<file path="config.mk">
export PLATFORM = sky130hd
export DESIGN_NAME = prio_retry_link
export DESIGN_NICKNAME = d
export VERILOG_FILES = /design/src/rtl/prio_retry_pkg.sv /design/src/rtl/rtx_timer.sv /design/src/rtl/rtx_sender.sv /design/src/rtl/rtx_receiver.sv /design/src/rtl/prio_retry_link.sv
export SDC_FILE = /design/constraint.sdc
export NUM_CORES = 1
export LEC_CHECK = 0
export ABC_AREA = 1
export BUFFER_PORTS_ARGS = -buffer_cell sky130_fd_sc_hd__buf_2
export CAP_MARGIN = 15
export CELL_PAD_IN_SITES_DETAIL_PLACEMENT = 0
export CELL_PAD_IN_SITES_GLOBAL_PLACEMENT = 1
export CORE_ASPECT_RATIO = 0.5
export CORE_UTILIZATION = 49
export DETAILED_ROUTE_END_ITERATION = 12
export PLACE_DENSITY = 0.95
export SYNTH_ARGS = -nofsm -noshare
export SYNTH_HDL_FRONTEND = slang
export SYNTH_HIERARCHICAL = 1
export SYNTH_SLANG_ARGS = --single-unit
</file>
<file path="constraint.sdc">
create_clock -name clk -period 7 [get_ports clk]
set_clock_uncertainty 0.05 [all_clocks]
set_input_delay 1.4 -clock clk [delete_from_list [all_inputs] [get_ports clk]]
set_output_delay 1.4 -clock clk [all_outputs]
set_load 0.1 [all_outputs]
</file>
<file path="src/rtl/prio_retry_pkg.sv">
`timescale 1ns/1ps
package prio_retry_pkg;

  typedef enum logic [1:0] {
    RX_IDLE = 2'd0,
    RX_TAKE = 2'd1,
    RX_NACK = 2'd2,
    RX_DROP = 2'd3
  } rx_act_e;

  // Decision for one arriving packet: clean and expected -> take,
  // otherwise answer once, then stay silent until recovery.
  function automatic rx_act_e rx_classify(input logic vld, input logic bad,
                                          input logic hit, input logic muted);
    if (!vld)        return RX_IDLE;
    if (!bad && hit) return RX_TAKE;
    if (muted)       return RX_DROP;
    return RX_NACK;
  endfunction

endpackage

</file>
<file path="src/rtl/rtx_timer.sv">
`timescale 1ns/1ps
module rtx_timer #(
  parameter int TO_W = 16
) (
  input  logic            clk,
  input  logic            rst_n,
  input  logic            run,
  input  logic            clear,
  input  logic [TO_W-1:0] limit,
  output logic            fire
);
  logic [TO_W-1:0] cnt_q;

  function automatic logic reached(input logic [TO_W-1:0] c, input logic [TO_W-1:0] l);
    return c >= l;
  endfunction

  assign fire = run && !clear && reached(cnt_q, limit);

  always_ff @(posedge clk or negedge rst_n) begin
    if (!rst_n)                      cnt_q <= '0;
    else if (!run || clear || fire)  cnt_q <= '0;
    else if (cnt_q != '1)            cnt_q <= cnt_q + 1'b1;
  end
endmodule

</file>
<file path="src/rtl/rtx_sender.sv">
`timescale 1ns/1ps
module rtx_sender #(
  parameter int NBUF   = 8,
  parameter int DATA_W = 16,
  parameter int TO_W   = 16,
  localparam int IDX_W = $clog2(NBUF)
) (
  input  logic              clk,
  input  logic              rst_n,
  input  logic [TO_W-1:0]   to_limit,
  input  logic              in_valid,
  input  logic [DATA_W-1:0] in_data,
  output logic              in_ready,
  output logic              tx_valid,
  output logic [IDX_W-1:0]  tx_seq,
  output logic [DATA_W-1:0] tx_data,
  input  logic              ack_valid,
  input  logic              ack_nack,
  input  logic [IDX_W-1:0]  ack_seq
);
  localparam int PTR_W = IDX_W + 1;
  localparam logic [PTR_W-1:0] FULL = PTR_W'(NBUF);

  logic [PTR_W-1:0]  base_q, snd_q, wr_q, snd_nxt;
  logic [DATA_W-1:0] slot_q [NBUF];
  logic outstanding, ack_hit, ack_ok, nack_ok, tmo_fire, rewind;

  function automatic logic [PTR_W-1:0] occ(input logic [PTR_W-1:0] hi, input logic [PTR_W-1:0] lo);
    return hi - lo;
  endfunction

  assign outstanding = occ(wr_q, base_q) != '0;
  assign in_ready    = occ(wr_q, base_q) != FULL;
  assign ack_hit     = ack_valid && outstanding && (ack_seq == base_q[IDX_W-1:0]);
  assign ack_ok      = ack_hit && !ack_nack;
  assign nack_ok     = ack_hit && ack_nack;
  assign rewind      = nack_ok || tmo_fire;

  assign tx_valid = snd_q != wr_q;
  assign tx_seq   = snd_q[IDX_W-1:0];
  assign tx_data  = slot_q[snd_q[IDX_W-1:0]];

  rtx_timer #(.TO_W(TO_W)) timer_i (
    .clk(clk), .rst_n(rst_n), .run(outstanding), .clear(ack_hit),
    .limit(to_limit), .fire(tmo_fire)
  );

  always_comb begin
    snd_nxt = snd_q;
    if (rewind)        snd_nxt = base_q;
    else if (tx_valid) snd_nxt = snd_q + 1'b1;
    if (ack_ok && snd_nxt == base_q) snd_nxt = base_q + 1'b1;
  end

  always_ff @(posedge clk or negedge rst_n) begin
    if (!rst_n) begin
      base_q <= '0;
      snd_q  <= '0;
      wr_q   <= '0;
    end else begin
      snd_q <= snd_nxt;
      if (ack_ok) base_q <= base_q + 1'b1;
      if (in_valid && in_ready) wr_q <= wr_q + 1'b1;
    end
  end

  always_ff @(posedge clk) begin
    if (in_valid && in_ready) slot_q[wr_q[IDX_W-1:0]] <= in_data;
  end


  occ_bound_chk: assert property (@(posedge clk) disable iff (!rst_n)
    occ(wr_q, base_q) <= FULL);

  nack_rewind_chk: assert property (@(posedge clk) disable iff (!rst_n)
    nack_ok |=> (tx_valid && tx_seq == $past(base_q[IDX_W-1:0])));

  tmo_rewind_chk: assert property (@(posedge clk) disable iff (!rst_n)
    tmo_fire |=> (tx_valid && tx_seq == $past(base_q[IDX_W-1:0])));
endmodule

</file>
<file path="src/rtl/rtx_receiver.sv">
`timescale 1ns/1ps
module rtx_receiver import prio_retry_pkg::*; #(
  parameter int NBUF   = 8,
  parameter int DATA_W = 16,
  localparam int IDX_W = $clog2(NBUF)
) (
  input  logic              clk,
  input  logic              rst_n,
  input  logic              rx_valid,
  input  logic [IDX_W-1:0]  rx_seq,
  input  logic [DATA_W-1:0] rx_data,
  input  logic              rx_bad,
  output logic              out_valid,
  output logic [DATA_W-1:0] out_data,
  output logic              ack_valid,
  output logic              ack_nack,
  output logic [IDX_W-1:0]  ack_seq
);
  logic [IDX_W-1:0] exp_q;
  logic             muted_q;
  rx_act_e          act;

  assign act = rx_classify(rx_valid, rx_bad, rx_seq == exp_q, muted_q);

  always_ff @(posedge clk or negedge rst_n) begin
    if (!rst_n) begin
      exp_q     <= '0;
      muted_q   <= 1'b0;
      out_valid <= 1'b0;
      out_data  <= '0;
      ack_valid <= 1'b0;
      ack_nack  <= 1'b0;
      ack_seq   <= '0;
    end else begin
      out_valid <= act == RX_TAKE;
      ack_valid <= (act == RX_TAKE) || (act == RX_NACK);
      ack_nack  <= act == RX_NACK;
      ack_seq   <= exp_q;
      if (act == RX_TAKE) begin
        out_data <= rx_data;
        exp_q    <= exp_q + 1'b1;
        muted_q  <= 1'b0;
      end else if (act == RX_NACK) begin
        muted_q  <= 1'b1;
      end
    end
  end

  // Observation state for the checks below, kept apart from the datapath.
  logic             pend_q;
  logic [IDX_W-1:0] last_q;
  always_ff @(posedge clk or negedge rst_n) begin
    if (!rst_n) begin
      pend_q <= 1'b0;
      last_q <= '1;
    end else begin
      if (out_valid)                   pend_q <= 1'b0;
      else if (ack_valid && ack_nack)  pend_q <= 1'b1;
      if (out_valid) last_q <= ack_seq;
    end
  end


  one_nack_chk: assert property (@(posedge clk) disable iff (!rst_n)
    (ack_valid && ack_nack) |-> !pend_q);

  in_order_chk: assert property (@(posedge clk) disable iff (!rst_n)
    out_valid |-> (ack_valid && !ack_nack && ack_seq == IDX_W'(last_q + 1'b1)));
endmodule

</file>
<file path="src/rtl/prio_retry_link.sv">
`timescale 1ns/1ps
module prio_retry_link #(
  parameter int NBUF   = 8,
  parameter int DATA_W = 16,
  parameter int TO_W   = 16,
  localparam int IDX_W = $clog2(NBUF)
) (
  input  logic              clk,
  input  logic              rst_n,
  input  logic [TO_W-1:0]   to_limit,
  input  logic              in_valid,
  input  logic [DATA_W-1:0] in_data,
  output logic              in_ready,
  output logic              tx_valid,
  output logic [IDX_W-1:0]  tx_seq,
  output logic [DATA_W-1:0] tx_data,
  input  logic              ack_in_valid,
  input  logic              ack_in_nack,
  input  logic [IDX_W-1:0]  ack_in_seq,
  input  logic              rx_valid,
  input  logic [IDX_W-1:0]  rx_seq,
  input  logic [DATA_W-1:0] rx_data,
  input  logic              rx_bad,
  output logic              out_valid,
  output logic [DATA_W-1:0] out_data,
  output logic              ack_out_valid,
  output logic              ack_out_nack,
  output logic [IDX_W-1:0]  ack_out_seq
);
  rtx_sender #(.NBUF(NBUF), .DATA_W(DATA_W), .TO_W(TO_W)) snd_i (
    .clk(clk), .rst_n(rst_n), .to_limit(to_limit),
    .in_valid(in_valid), .in_data(in_data), .in_ready(in_ready),
    .tx_valid(tx_valid), .tx_seq(tx_seq), .tx_data(tx_data),
    .ack_valid(ack_in_valid), .ack_nack(ack_in_nack), .ack_seq(ack_in_seq)
  );

  rtx_receiver #(.NBUF(NBUF), .DATA_W(DATA_W)) rcv_i (
    .clk(clk), .rst_n(rst_n),
    .rx_valid(rx_valid), .rx_seq(rx_seq), .rx_data(rx_data), .rx_bad(rx_bad),
    .out_valid(out_valid), .out_data(out_data),
    .ack_valid(ack_out_valid), .ack_nack(ack_out_nack), .ack_seq(ack_out_seq)
  );
endmodule

</file>
* Word level (Yosys, flattened, before mapping) *
Memory sizes are Yosys's and may differ from the RTL's.
Index checks and enable logic that the tools add are counted.

storage, ports and cells
  logic and storage cells = 67
  bits of input ports = 61
  ROM bits = 0
  memory bits (writable) = 128
  bits in registers = 54
  latch bits = 0
  memories kept = 1

cells by class
  shift operators = 0
  $mul = 0
  equal/unequal tests = 8
  div/mod/pow operators = 0
  reductions and logical operators = 20
  order comparisons = 1
  mux-type cells = 20
  add/sub/neg operators = 6
  bitwise gates (word level) = 0

memory list
  memory        depth  width  rd ports  clocked after Yosys merged registers in  wr ports  RTL line          source
  snd_i.slot_q  8      16     1         0                                        1         rtx_sender.sv:25  logic [DATA_W-1:0] slot_q [NBUF];

operators with widths
  kind                     number
  $mux W16                 2
  $add A16 B1 Y16 const B  1
  $ge A16 B16 Y1           1
  $ne A16 B16 Y1 const B   1
  $add A4 B1 Y4 const B    3
  $mux W2                  6
  $mux W4                  3
  $logic_and A1 B1 Y1      9
  $mux W1                  9
  $eq A3 B3 Y1             2
  $eq A4 B4 Y1             1
  $logic_not A1 Y1         4
  $logic_or A1 B1 Y1       4
  $ne A4 B4 Y1             1
  $ne A4 B4 Y1 const B     1
  $reduce_bool A2 Y1       2
  $reduce_bool A4 Y1       1
  $sub A4 B4 Y4            1
  $add A3 B1 Y3 const B    1
  $eq A2 B1 Y1 const B     1
  $eq A2 B2 Y1 const B     1

* Depth between registers and ports, before layout *
  depth after elaboration = 12
  depth in mapped cells = 20
  depth with buffers taken out = 20

* Cells and area by module *
The synthesis kept the hierarchy.

modules (own cells, without submodules)
  module        times used  cells an instance  area an instance (sq um)
  rtx_sender    1           540                6,068.3
  rtx_timer     1           198                1,357.6
  rtx_receiver  1           82                 1,119.8

* Worst setup path after synthesis *
OpenSTA, ideal clock, no wires.

  path kind = flip-flop to output port
  start point = reg snd_i.snd_q[0]
  end point = out tx_data[11]
  path slack = 2,690 ps
  data arrival time = 2,860 ps
  stages on the path, launching flop included = 7
  path buffers = 2
  cell sequence = dfrtp_1 clkbuf_1 clkbuf_1 nor2_1 nor2_1 o21ai_0 a31oi_1

between the ends
  word-level cells in the longest chain between the ends = 1

ends and longest elaborated chain
  what                    RTL line               source
  start, declared         rtx_sender.sv:24       logic [PTR_W-1:0] base_q, snd_q, wr_q, snd_nxt;
  start signal, assigned  rtx_sender.sv:61       snd_q <= snd_nxt;
  $mem_v2 Z8 W16          n/a
  end, declared           prio_retry_link.sv:16  output logic [DATA_W-1:0] tx_data,

Every way passes these cells.

* Worst setup path in the final report *
  start point = reg snd_i.snd_q[0]
  end point = out tx_data[5]

Same word-level chain as after synthesis.

==> metrics.md <==
| Metric | Value |
|---|---|
| Antenna violations before repair | `0` |
| Overflow left after global routing | `0` |
| Setup Viol. Count Final | `0` |
| CTS tree | `done` |
| Critical Path End Type | `output pin` |
| Initial Utilization | `0.511` |
| Simple-gate area share of the yosys netlist | `0.176` |
| Buffer depth of the longest clock path | `2` |
| Net count after synthesis | `908` |
| Count of final hold-check violations | `0` |
| Final worst path period need | `4.55 ns` |
| Number of gates resized after CTS | `0` |
| Multiplexer area fraction after synthesis | `0.0277` |
| Number of warning messages in the yosys log | `6` |
| Total via count after detailed routing | `5989` |
| # Post-CTS Setup Buffers | `0` |
| Max Fclk | `220 MHz` |
| Clock input transition at the sequential cells of the worst setup and hold paths | `0.07 ns` |
| Via count of the first global-routing pass | `5733` |
| Port Buffers | `103` |
| Total instance count after detailed placement | `1130` |
| Routed wire length per instance | `15.1 um` |
| Remaining number of nets flagged by the antenna check after routing | `0` |
| Antenna diode instance count | `0` |
| Critical path data required time | `5.55 ns` |
| Synth Register Bits | `182` |
| Standard-cell rows | `33` |
| Sum of net half-perimeters after detailed placement | `11.0 mm` |
| Sink Count | `182` |
| Adder-cell share of the synthesized area | `0.0395` |
| Sequential-to-total area share from yosys stat | `0.608` |
| Largest net degree at the start of global routing | `71` |
| Floorplan die height | `95.4 um` |
| Startpoint of the worst-slack reg-to-reg timing path | `snd_i/base_q[2]` |
| Number of hold buffers added after cts | `0` |
| Max-slew headroom | `0.316` |
| Post-layout net count | `1010` |
| Path type of the worst setup path | `flop to output pin` |
| Last weighted congestion value of the routability-driven placer | `0.871` |
| Mean instance size in the synthesized netlist | `10.4 um2` |
| Post-synthesis xor/xnor area fraction | `0.0123` |
| Instance count of the mapped netlist | `820` |
| Outcome | `finished clean` |
| CTS Root Buffer Type | `clkbuf_16` |
| Startpoint of the worst setup timing path | `snd_i/snd_q[0]` |
| Area Growth Syn to Fin | `14.9%` |
| Top Ports | `104` |
| Startpoint kind of the worst setup timing path | `flop` |
| Reg2reg path depth | `11` |
| Final Non-Filler Cells | `1162` |
| Cell area after technology mapping | `0.00855 mm2` |
| Slew at the pin with the worst max-slew slack | `1.02 ns` |
| Largest family of logic cells by synthesized area | `simple AND/OR/NAND/NOR gates` |
| Global router's overall resource usage | `0.200` |
| Compound-Gate Fraction of Synth Area | `0.0848` |
| Type of the tightest min-delay check | `flop to flop` |
| Area of the core | `0.0167 mm2` |
| Final Cycle Share | `0.650` |
| Total Negative Setup Slacks | `0 ns` |
| Dominant cells by area after synthesis | `edfxtp_1 45%, dfrtp_1 16%, nor2_1 7.0%, nand2_1 5.3%, o21ai_0 4.5%` |
| Max FO, Critical Path | `70` |
| Global-route wire length before repair | `27.8 mm` |
| Total CTS buffers | `17` |
| Layout cell share with drive strength beyond 1 | `0.207` |
| Clock insertion delay at the later pin of the skew report | `0.42 ns` |
| Count of distinct cell types in the synthesized netlist | `40` |
| Arrival time of the worst setup path | `3.10 ns` |
| DR vias/cell | `5.15` |
| Crit Reg-Reg Endpoint | `snd_i/slot_q[1][12]` |
| Final routed wirelength across all metal layers | `17.5 mm` |
| R2R Setup Slk | `3.79 ns` |
| Residual DRC | `0` |
| Synth top area share | `0.450` |
| Horizontal die dimension | `189 um` |
| Final slew viol count | `0` |
| Total iterations of the first detailed-routing run | `5` |
| Area of the die | `0.0180 mm2` |
| Worst setup endpoint | `tx_data[5]` |
| Max Cap Viol | `0` |
| H-tree level count | `4` |
| Library cell occupying the most area in the post-synthesis netlist | `edfxtp_1` |
| RSZ-0062 raised after global routing | `false` |
| Starting DRT DRC Count | `395` |
[kinds of logic after synthesis]
logic type	after synthesis
AND/OR/NAND/NOR	343
adder cells (fa/ha/maj)	27
flip-flops	182
buffers and inverters	107
XOR/XNOR	12
multiplexers	16
AO/OA/AOI/OAI	133
[critical path, stage by stage (launching register included)]
cell and delay, ns:
dfrtp_2 0.39, buf_4 0.32, inv_2 0.80, o21ai_0 0.19
o22ai_1 0.16, nor2_1 0.06, a31oi_1 0.22, buf_2 0.47
[Yosys cell counts]
| master | count |
|---|---|
| a21oi_2 | 1 |
| a31oi_1 | 16 |
| nand3_4 | 1 |
| nor2_2 | 3 |
| nand2_2 | 4 |
| buf_1 | 3 |
| dfrtp_1 | 54 |
| nand3_2 | 3 |
| nor2_4 | 6 |
| o22ai_1 | 16 |
| o21bai_1 | 1 |
| nand4_4 | 1 |
| a21boi_1 | 2 |
| inv_2 | 10 |
| nand2_1 | 121 |
| mux2_2 | 1 |
| o21a_1 | 1 |
| nand3_1 | 27 |
| o211ai_1 | 1 |
| a21oi_1 | 10 |
| o31ai_1 | 1 |
| o21ai_0 | 76 |
| nand4_1 | 12 |
| inv_1 | 64 |
| xor2_1 | 9 |
| buf_4 | 4 |
| or2_1 | 1 |
| xnor2_1 | 3 |
| mux2_4 | 15 |
| buf_2 | 6 |
| clkbuf_1 | 16 |
| nor2_1 | 159 |
| o21ai_1 | 8 |
| nand2_4 | 2 |
| edfxtp_1 | 128 |
| clkinv_1 | 1 |
| nor3_1 | 2 |
| nor2_8 | 1 |
| buf_6 | 3 |
| ha_1 | 27 |
[area by class of cell]
type	instances	area (um2)
sequential	182	5200
timing repair buffer	115	606
tap	227	284
fill	1391	6900
inverter	75	282
multi-input combinational	531	2900
clock buffer	19	433
clock inverter	13	118
[stage by stage]
step                hold WS, ns  instance area (um2)  utilization  worst slack [ns]
floorplan                 0.348                 8550            -              2.69
global placement          0.371                 9270        0.554              2.99
detailed placement        0.379                 9270        0.554              2.92
CTS                       0.394                 9820        0.587              2.45
global route              0.413                 9820        0.587              2.23
finish                    0.395                 9820        0.587              2.45
[state kept, by name, summed over array words and instances, names as in the netlist]
register / flops
snd_i/slot_q: 128
rcv_i/ack_seq: 3
rcv_i/muted_q: 1
snd_i/base_q: 4
rcv_i/exp_q: 3
rcv_i/out_data: 16
snd_i/snd_q: 4
snd_i/timer_i/cnt_q: 16
rcv_i/ack_nack: 1
rcv_i/ack_valid: 1
snd_i/wr_q: 4
rcv_i/out_valid: 1
[placed cells by master, fill, tap and decap left out, drive strengths merged, types with 3 or more instances in the layout]
master and count:
nor2 169, edfxtp 128, nand2 127, buf 115, o21ai 84, inv 80, dfrtp 54, nand3 31
ha 27, clkbuf 19, o22ai 16, a31oi 16, mux2 16, nand4 13, a21oi 11, xor2 9
clkinv 5, clkinvlp 3, xnor2 3
[layer usage]
| layer | GRT usage | share of wire |
|---|---|---|
| met5 | 0 | 0 |
| met4 | 0.0497 | 0.0040 |
| met3 | 0.0361 | 0.047 |
| met2 | 0.345 | 0.49 |
| met1 | 0.264 | 0.46 |
[how the worst min path moves through the flow]
| stage | slack, ns | start | end | cells past startpoint |
|---|---|---|---|---|
| 4_1_cts | 0.39 | rcv_i/exp_q[1] | rcv_i/ack_seq[1] | 0 |
| 3_5_place_dp | 0.38 | rcv_i/exp_q[1] | rcv_i/ack_seq[1] | 0 |
| 3_3_place_gp | 0.37 | rcv_i/exp_q[1] | rcv_i/ack_seq[1] | 0 |
| 5_1_grt | 0.41 | rcv_i/exp_q[1] | rcv_i/ack_seq[1] | 0 |
| 2_1_floorplan | 0.35 | rcv_i/exp_q[1] | rcv_i/ack_seq[1] | 0 |
| 6_report | 0.39 | rcv_i/exp_q[1] | rcv_i/ack_seq[1] | 0 |
Power is left out: the tool's default activity adds up to more than one toggle a clock period on the data nets, which glitch-free logic cannot reach.
